### src/rtl/tcw_pkg.sv
// Package: shared widths and types for the traffic class mapper.
// Assumes: traffic classes are 3 bits, so the TC-to-VC table holds 8 entries.
package tcw_pkg;
    localparam int TC_W   = 3;
    localparam int NUM_TC = 1 << TC_W;
    typedef logic [TC_W-1:0] tc_t;
endpackage

### src/rtl/tcw_win_regs.sv
// Module: tcw_win_regs
// Holds the window descriptors: enable, base page, limit page and TC.
// Assumes: a single write port updates one whole descriptor per cycle.
// All windows come out of reset disabled.
module tcw_win_regs
    import tcw_pkg::*;
#(
    parameter int NUM_WIN   = 4,
    parameter int PG_W      = 20,
    parameter int WIN_IDX_W = 2
) (
    input  logic                           clk,
    input  logic                           rst_n,
    input  logic                           wr_en,
    input  logic [WIN_IDX_W-1:0]           wr_idx,
    input  logic [PG_W-1:0]                wr_base,
    input  logic [PG_W-1:0]                wr_limit,
    input  logic                           wr_enable,
    input  tc_t                            wr_tc,
    output logic [NUM_WIN-1:0]             win_en,
    output logic [NUM_WIN-1:0][PG_W-1:0]   win_base,
    output logic [NUM_WIN-1:0][PG_W-1:0]   win_limit,
    output logic [NUM_WIN-1:0][TC_W-1:0]   win_tc
);

    for (genvar w = 0; w < NUM_WIN; w++) begin : g_win
        // Capture one descriptor when the write addresses this window.
        always_ff @(posedge clk) begin
            if (!rst_n) begin
                win_en[w]    <= 1'b0;
                win_base[w]  <= '0;
                win_limit[w] <= '0;
                win_tc[w]    <= '0;
            end else if (wr_en && (wr_idx == WIN_IDX_W'(w))) begin
                win_en[w]    <= wr_enable;
                win_base[w]  <= wr_base;
                win_limit[w] <= wr_limit;
                win_tc[w]    <= wr_tc;
            end
        end
    end


    reset_clear_chk: assert property (@(posedge clk) !rst_n |=> (win_en == '0));

endmodule

### src/rtl/tcw_win_match.sv
// Module: tcw_win_match
// Compares a page number against every window and picks the matching
// window with the lowest index.
// Assumes: bounds are inclusive. A window whose base is above its limit
// never matches.
module tcw_win_match
    import tcw_pkg::*;
#(
    parameter int NUM_WIN = 4,
    parameter int PG_W    = 20
) (
    input  logic [PG_W-1:0]               page,
    input  logic [NUM_WIN-1:0]            win_en,
    input  logic [NUM_WIN-1:0][PG_W-1:0]  win_base,
    input  logic [NUM_WIN-1:0][PG_W-1:0]  win_limit,
    input  logic [NUM_WIN-1:0][TC_W-1:0]  win_tc,
    output logic                          hit,
    output tc_t                           hit_tc
);

    logic [NUM_WIN-1:0] raw_hit;
    logic [NUM_WIN-1:0] sel_oh;

    for (genvar w = 0; w < NUM_WIN; w++) begin : g_cmp
        // Range compare for one enabled window.
        assign raw_hit[w] = win_en[w] && (page >= win_base[w]) && (page <= win_limit[w]);
    end

    // Priority select: scan downward so the lowest index wins.
    always_comb begin
        sel_oh = '0;
        hit_tc = '0;
        for (int w = NUM_WIN - 1; w >= 0; w--) begin
            if (raw_hit[w]) begin
                sel_oh = '0;
                sel_oh[w] = 1'b1;
                hit_tc = win_tc[w];
            end
        end
    end

    assign hit = |raw_hit;

    // Guard: the selector grants at most one window.
    always_comb begin

        sel_oh_chk: assert ($onehot0(sel_oh));
    end

endmodule

### src/rtl/tcw_vc_map.sv
// Module: tcw_vc_map
// Stores the TC-to-VC table and the second-channel enable, looks up the VC
// for a TC, and flags a setup in which no enabled window feeds VC1.
// Assumes: table bit n = 1 sends TCn to VC1. With the channel off, the
// lookup always returns VC0.
module tcw_vc_map
    import tcw_pkg::*;
#(
    parameter int NUM_WIN = 4
) (
    input  logic                           clk,
    input  logic                           rst_n,
    input  logic                           wr_en,
    input  logic [NUM_TC-1:0]              wr_map,
    input  logic                           wr_vc1_en,
    input  tc_t                            look_tc,
    input  logic [NUM_WIN-1:0]             win_en,
    input  logic [NUM_WIN-1:0][TC_W-1:0]   win_tc,
    output logic                           look_vc,
    output logic                           vc1_on,
    output logic                           cfg_err
);

    logic [NUM_TC-1:0]  map_q;
    logic [NUM_WIN-1:0] feeds_vc1;

    // Table and enable registers; a reset leaves VC1 off.
    always_ff @(posedge clk) begin
        if (!rst_n) begin
            map_q  <= '0;
            vc1_on <= 1'b0;
        end else if (wr_en) begin
            map_q  <= wr_map;
            vc1_on <= wr_vc1_en;
        end
    end

    // Lookup, gated by the channel enable.
    assign look_vc = vc1_on & map_q[look_tc];

    for (genvar w = 0; w < NUM_WIN; w++) begin : g_feed
        // An enabled window whose TC routes to VC1.
        assign feeds_vc1[w] = win_en[w] & map_q[win_tc[w]];
    end

    // Setup check: the channel is on but no window carries traffic to it.
    assign cfg_err = vc1_on & ~(|feeds_vc1);


    err_needs_vc1_chk: assert property (@(posedge clk) disable iff (!rst_n)
        cfg_err |-> vc1_on);


    off_gives_vc0_chk: assert property (@(posedge clk) disable iff (!rst_n)
        !vc1_on |-> !look_vc);

endmodule

### src/rtl/tcw_mapper.sv
// Module: tcw_mapper (top)
// Classifies upstream requests: address windows give the TC, the table
// gives the VC, and the result is registered for one cycle.
// Assumes: 4 KB pages (PAGE_SHIFT = 12). Non-memory commands skip the
// windows and always get TC0 on VC0.
module tcw_mapper
    import tcw_pkg::*;
#(
    parameter int NUM_WIN    = 4,
    parameter int ADDR_W     = 32,
    parameter int PAGE_SHIFT = 12,
    localparam int PG_W      = ADDR_W - PAGE_SHIFT,
    localparam int WIN_IDX_W = (NUM_WIN > 1) ? $clog2(NUM_WIN) : 1
) (
    input  logic                  clk,
    input  logic                  rst_n,
    input  logic                  req_valid,
    input  logic [ADDR_W-1:0]     req_addr,
    input  logic                  req_is_mem,
    input  logic                  cfg_we,
    input  logic [WIN_IDX_W-1:0]  cfg_win,
    input  logic [PG_W-1:0]       cfg_base,
    input  logic [PG_W-1:0]       cfg_limit,
    input  logic                  cfg_en,
    input  logic [TC_W-1:0]       cfg_tc,
    input  logic                  map_we,
    input  logic [NUM_TC-1:0]     map_vec,
    input  logic                  map_vc1_en,
    output logic                  out_valid,
    output logic [TC_W-1:0]       out_tc,
    output logic                  out_vc,
    output logic                  out_hit,
    output logic                  cfg_err
);

    logic [NUM_WIN-1:0]            win_en;
    logic [NUM_WIN-1:0][PG_W-1:0]  win_base;
    logic [NUM_WIN-1:0][PG_W-1:0]  win_limit;
    logic [NUM_WIN-1:0][TC_W-1:0]  win_tc;
    logic [PG_W-1:0]               page;
    logic                          m_hit;
    tc_t                           m_tc;
    logic                          eff_hit;
    tc_t                           eff_tc;
    logic                          look_vc;
    logic                          vc1_on;
    logic                          unused_low;

    assign page       = req_addr[ADDR_W-1:PAGE_SHIFT];
    assign unused_low = ^req_addr[PAGE_SHIFT-1:0];

    tcw_win_regs #(.NUM_WIN(NUM_WIN), .PG_W(PG_W), .WIN_IDX_W(WIN_IDX_W)) u_regs (
        .clk(clk), .rst_n(rst_n),
        .wr_en(cfg_we), .wr_idx(cfg_win), .wr_base(cfg_base), .wr_limit(cfg_limit),
        .wr_enable(cfg_en), .wr_tc(cfg_tc),
        .win_en(win_en), .win_base(win_base), .win_limit(win_limit), .win_tc(win_tc)
    );

    tcw_win_match #(.NUM_WIN(NUM_WIN), .PG_W(PG_W)) u_match (
        .page(page), .win_en(win_en), .win_base(win_base), .win_limit(win_limit),
        .win_tc(win_tc), .hit(m_hit), .hit_tc(m_tc)
    );

    // Only memory requests may take a window label.
    assign eff_hit = req_is_mem & m_hit;
    assign eff_tc  = eff_hit ? m_tc : '0;

    tcw_vc_map #(.NUM_WIN(NUM_WIN)) u_vc (
        .clk(clk), .rst_n(rst_n),
        .wr_en(map_we), .wr_map(map_vec), .wr_vc1_en(map_vc1_en),
        .look_tc(eff_tc), .win_en(win_en), .win_tc(win_tc),
        .look_vc(look_vc), .vc1_on(vc1_on), .cfg_err(cfg_err)
    );

    // Result register; fields are cleared when no request is present.
    always_ff @(posedge clk) begin
        if (!rst_n) begin
            out_valid <= 1'b0;
            out_tc    <= '0;
            out_vc    <= 1'b0;
            out_hit   <= 1'b0;
        end else begin
            out_valid <= req_valid;
            out_tc    <= req_valid ? eff_tc : '0;
            out_vc    <= req_valid & req_is_mem & look_vc;
            out_hit   <= req_valid & eff_hit;
        end
    end


    valid_follow_chk: assert property (@(posedge clk) disable iff (!rst_n)
        req_valid |=> out_valid);

    idle_quiet_chk: assert property (@(posedge clk) disable iff (!rst_n)
        !req_valid |=> (!out_valid && out_tc == '0 && !out_vc && !out_hit));

    nonmem_plain_chk: assert property (@(posedge clk) disable iff (!rst_n)
        (req_valid && !req_is_mem) |=> (out_tc == '0 && !out_vc && !out_hit));

    vc0_when_off_chk: assert property (@(posedge clk) disable iff (!rst_n)
        !vc1_on |=> !out_vc);

    miss_tc0_chk: assert property (@(posedge clk) disable iff (!rst_n)
        (out_valid && !out_hit) |-> (out_tc == '0));

endmodule

### config.mk
export PLATFORM = sky130hd
export DESIGN_NAME = tcw_mapper
export DESIGN_NICKNAME = d
export VERILOG_FILES = /design/src/rtl/tcw_pkg.sv /design/src/rtl/tcw_win_regs.sv /design/src/rtl/tcw_win_match.sv /design/src/rtl/tcw_vc_map.sv /design/src/rtl/tcw_mapper.sv
export SDC_FILE = /design/constraint.sdc
export NUM_CORES = 1
export LEC_CHECK = 0
export BUFFER_PORTS_ARGS = -buffer_cell sky130_fd_sc_hd__buf_2
export CAP_MARGIN = 10
export CORE_UTILIZATION = 60
export DETAILED_ROUTE_END_ITERATION = 16
export GPL_ROUTABILITY_DRIVEN = 0
export GPL_TIMING_DRIVEN = 1
export PLACE_DENSITY = 0.91
export SYNTH_ARGS = -nofsm -noshare
export SYNTH_HDL_FRONTEND = slang
export SYNTH_SLANG_ARGS = --single-unit
export TNS_END_PERCENT = 5
### constraint.sdc
create_clock -name clk -period 3.9 [get_ports clk]
set_input_delay 0.78 -clock clk [delete_from_list [all_inputs] [get_ports clk]]
set_output_delay 0.78 -clock clk [all_outputs]
set_load 0.005 [all_outputs]
==> impl_metrics.py <==
metrics = {
    "critical_path": {
        "r2r_start": "u_regs.win_base[40]",
        "crit_path_max_fanout": 4,
        "reg2regPathDepth": 11,
        "worst_setup_path_end_kind": "flip-flop",
        "arrival_ns": 3.75,
        "r2r_slack_ns": 0.66,
        "cp-start-kind": "input pin",
        "slowest_delay_ns": 0.45,
        "crit_required_ns": 4.23,
        "slowest_stage": "o41ai_1",
        "worst-path-buf-inv": 2,
        "path_delay_family": "compound AO/OA/AOI/OAI gates",
        "crit_top_cell": "a2111oi_0",
        "path_class": "in2reg",
        "cp_cell_sequence": "buf_2, inv_1, ha_1, nand2b_1, a2111oi_0, a2111oi_0, o41ai_1, a32o_2, mux2_4, o221a_2, a31oi_1, a32o_1, o22ai_2",
        "rr_endpoint": "out_vc",
    },
    "cts": {
        "cts_resized": 0,
        "numCtsBuffers": 17,
        "clk_path_buf_depth": 2,
        "post_cts_buffers": 0,
        "clkTransAtPathRegs_ns": 0.07,
        "clkSinkCount": 191,
        "clock-root-buffer": "clkbuf_16",
        "hold_buffers": 0,
        "cts-htree-levels": 4,
        "cts_tree": "built",
        "clock_latency_ns": 0.45,
    },
    "sta": {
        "tightestPinTransition_ns": 1.115,
        "relSlewSlack_pct": 25.67,
        "hold_viol": 0,
        "finalSetupViolCount": 0,
        "setup_tns_ns": 0,
        "fin_ws_ns": 0.4863,
        "clock.fmax_ghz": 0.2929,
        "clock-skew-final_ns": 0.007931,
        "fin_crit_ns": 3.414,
        "drv_slew": 0,
        "grt_setup_unrepaired": "false",
        "fin_crit_sh_pct": 87.53,
    },
    "synthesis": {
        "synth_edf_count": 0,
        "yosys_register_bits": 191,
        "synth_compound_area_share_pct": 20.32,
        "synth.avg_cell_area_um2": 8.107,
        "synth_fp_nets": 1663,
        "syn_inst": 1410,
        "async_flop_share_pct": 0,
        "ys_warn_count": 0,
        "syn_area_um2": 11430,
        "synthFlopType": "dfxtp_1",
        "synth_top_family_by_area": "compound AO/OA/AOI/OAI gates",
        "muxShareOfSynthArea_pct": 3.207,
        "synthAdderAreaFrac_pct": 17.51,
        "synth.distinct_cells": 57,
        "synth-simple-area-share_pct": 18.39,
        "ys_seq_area_share_pct": 33.45,
        "synth_xor_area_share_pct": 0,
    },
    "floorplan": {
        "die_h_um": 140.0,
        "num_rows": 50,
        "die_w_um": 140.0,
        "die_area_um2": 19610,
        "ios": 100,
        "core_um2": 18710,
        "start_util_pct": 61.11,
    },
    "status": {
        "status": "finished clean",
    },
    "placed_design": {
        "hpwl_um": 20290,
        "place_area_um2": 12060,
        "pre_cts_ws_ns": 0.04497,
        "port_buffers": 87,
    },
    "worst_hold_path": {
        "hold_start": "u_regs.win_base[14]",
        "hold_path_depth": 2,
        "min_to": "u_regs.win_base[14]",
        "hold_class": "reg2reg",
    },
    "cells_and_area": {
        "finalNetCount": 1724,
        "final_common_cell": "nand2_1",
        "drive_gt1_share_pct": 10.78,
        "layout_common_cells": "nand2_1 (388), dfxtp_1 (191), a21boi_0 (176)",
        "area_growth_pct": 11.02,
        "diodes": 0,
        "fin_area_um2": 12690,
    },
    "global_routing": {
        "grt_overflow": 0,
        "grt_pass1_vias": 10160,
        "grt_pass1_wl_um": 48360,
        "antenna_found_initial": 1,
        "grt_usage_pct": 31.54,
        "grt_max_degree": 71,
    },
    "pwr": {
        "leakage_nw": 4.841,
        "swShare_pct": 26.79,
        "sequentialPowerShare_pct": 44.6,
        "p_clk_share_pct": 41.0,
        "comb_power_share_pct": 14.4,
        "power_density_nw_per_um2": 363.5,
        "peakVddDrop_uv": 358.3,
        "p_int_mw": 3.378,
        "p_sw_mw": 1.236,
    },
    "route": {
        "routed-via-count": 10180,
        "routed_wl_um": 30050,
        "drtIter0Drc": 779,
        "first_pass_iters": 10,
        "wire_per_inst_um": 17.49,
        "final_antenna_net_count": 0,
        "drcViolationCount": 0,
        "viasPerCell": 5.923,
    },
    "run": {
        "maxCapViolations": 0,
    },
}
-- cell families (layout without fill, tap and decap cells) --
family                   Yosys count  after routing
multiplexers                      25             25
adder cells (fa/ha/maj)          160            160
AO/OA/AOI/OAI                    320            320
flip-flops                       191            191
buffers and inverters            217            291
AND/OR/NAND/NOR                  497            497
-- cells in the mapped netlist (8+ instances only) --
master      n  area [µm²]
a21boi_0  176        1321
a21o_1     26       195.2
a21oi_1    52       260.3
and4_1      8       70.07
clkbuf_1   58       217.7
dfxtp_1   191        3824
ha_1      160        2002
inv_1     159       596.8
mux2i_1    10       100.1
mux4_2      8       180.2
nand2_1   388        1456
nand3_1    21       105.1
nand4_1    22       137.6
nor2_1     15       56.30
nor2b_1    17       106.4
o21ai_0    10       50.05
o21ai_1     8       40.04
-- how the worst max path moves through the flow --
stage                   to  cells after the start         start
floorplan           out_vc                     12  req_addr[12]
global placement    out_vc                     13  req_addr[12]
detailed placement  out_vc                     13  req_addr[12]
CTS                 out_vc                     13  req_addr[12]
global route        out_vc                     15  req_addr[12]
finish              out_vc                     13  req_addr[12]
-- area by class of cell --
cell class / count / area, µm²
multi-input combinational: 1002 / 6813
fill: 1382 / 6015
sequential: 191 / 3824
inverter: 159 / 596.8
timing repair buffer: 100 / 535.5
clock buffer: 19 / 442.9
tap: 234 / 292.8
clock inverter: 13 / 186.4
-- worst min-delay path, delay by kind of cell (launching register included) --
kind               cells  cell delay, ns
DFF                    1            0.31
AOI/OAI and AO/OA      1            0.06
and+or+nand+nor        1            0.05
-- layer usage --
layer  vias to the layer above  global-route usage, %  part of all wire, %
li1                       4874                      -                    -
met4                         2                  17.12                  4.2
met3                       104                  6.530                  7.1
met5                         -                      0                0.043
met2                       398                  54.71                   48
met1                      4797                  36.41                   40
-- registers in the layout, indices dropped and copies added, names as in the netlist --
| signal | flops |
|---|---|
| u_vc.map_q | 8 |
| out_valid | 1 |
| u_regs.win_tc | 12 |
| out_tc | 3 |
| u_vc.vc1_on | 1 |
| u_regs.win_base | 80 |
| out_vc | 1 |
| u_regs.win_en | 4 |
| u_regs.win_limit | 80 |
| out_hit | 1 |
-- power groups by stage --
stage,Sequential [mW],Combinational (mW),Clock (mW)
finish,2.06,0.662,1.89
global route,2.07,0.739,1.98
CTS,2.06,0.653,1.89
detailed placement,2.10,0.641,0
global placement,2.10,0.603,0
floorplan,2.09,0.409,0
-- per-stage QoR --
stage	instances	hold WS [ns]	util [%]	power, mW
3_3_place_gp	1686	0.4500	64.48	2.701
3_5_place_dp	1686	0.4566	64.48	2.744
6_report	1718	0.4653	67.85	4.614
2_1_floorplan	1410	0.4435	-	2.499
5_1_grt	1718	0.4751	67.85	4.790
4_1_cts	1718	0.4671	67.85	4.606
Note: power is estimated with default switching activity, not from simulation.
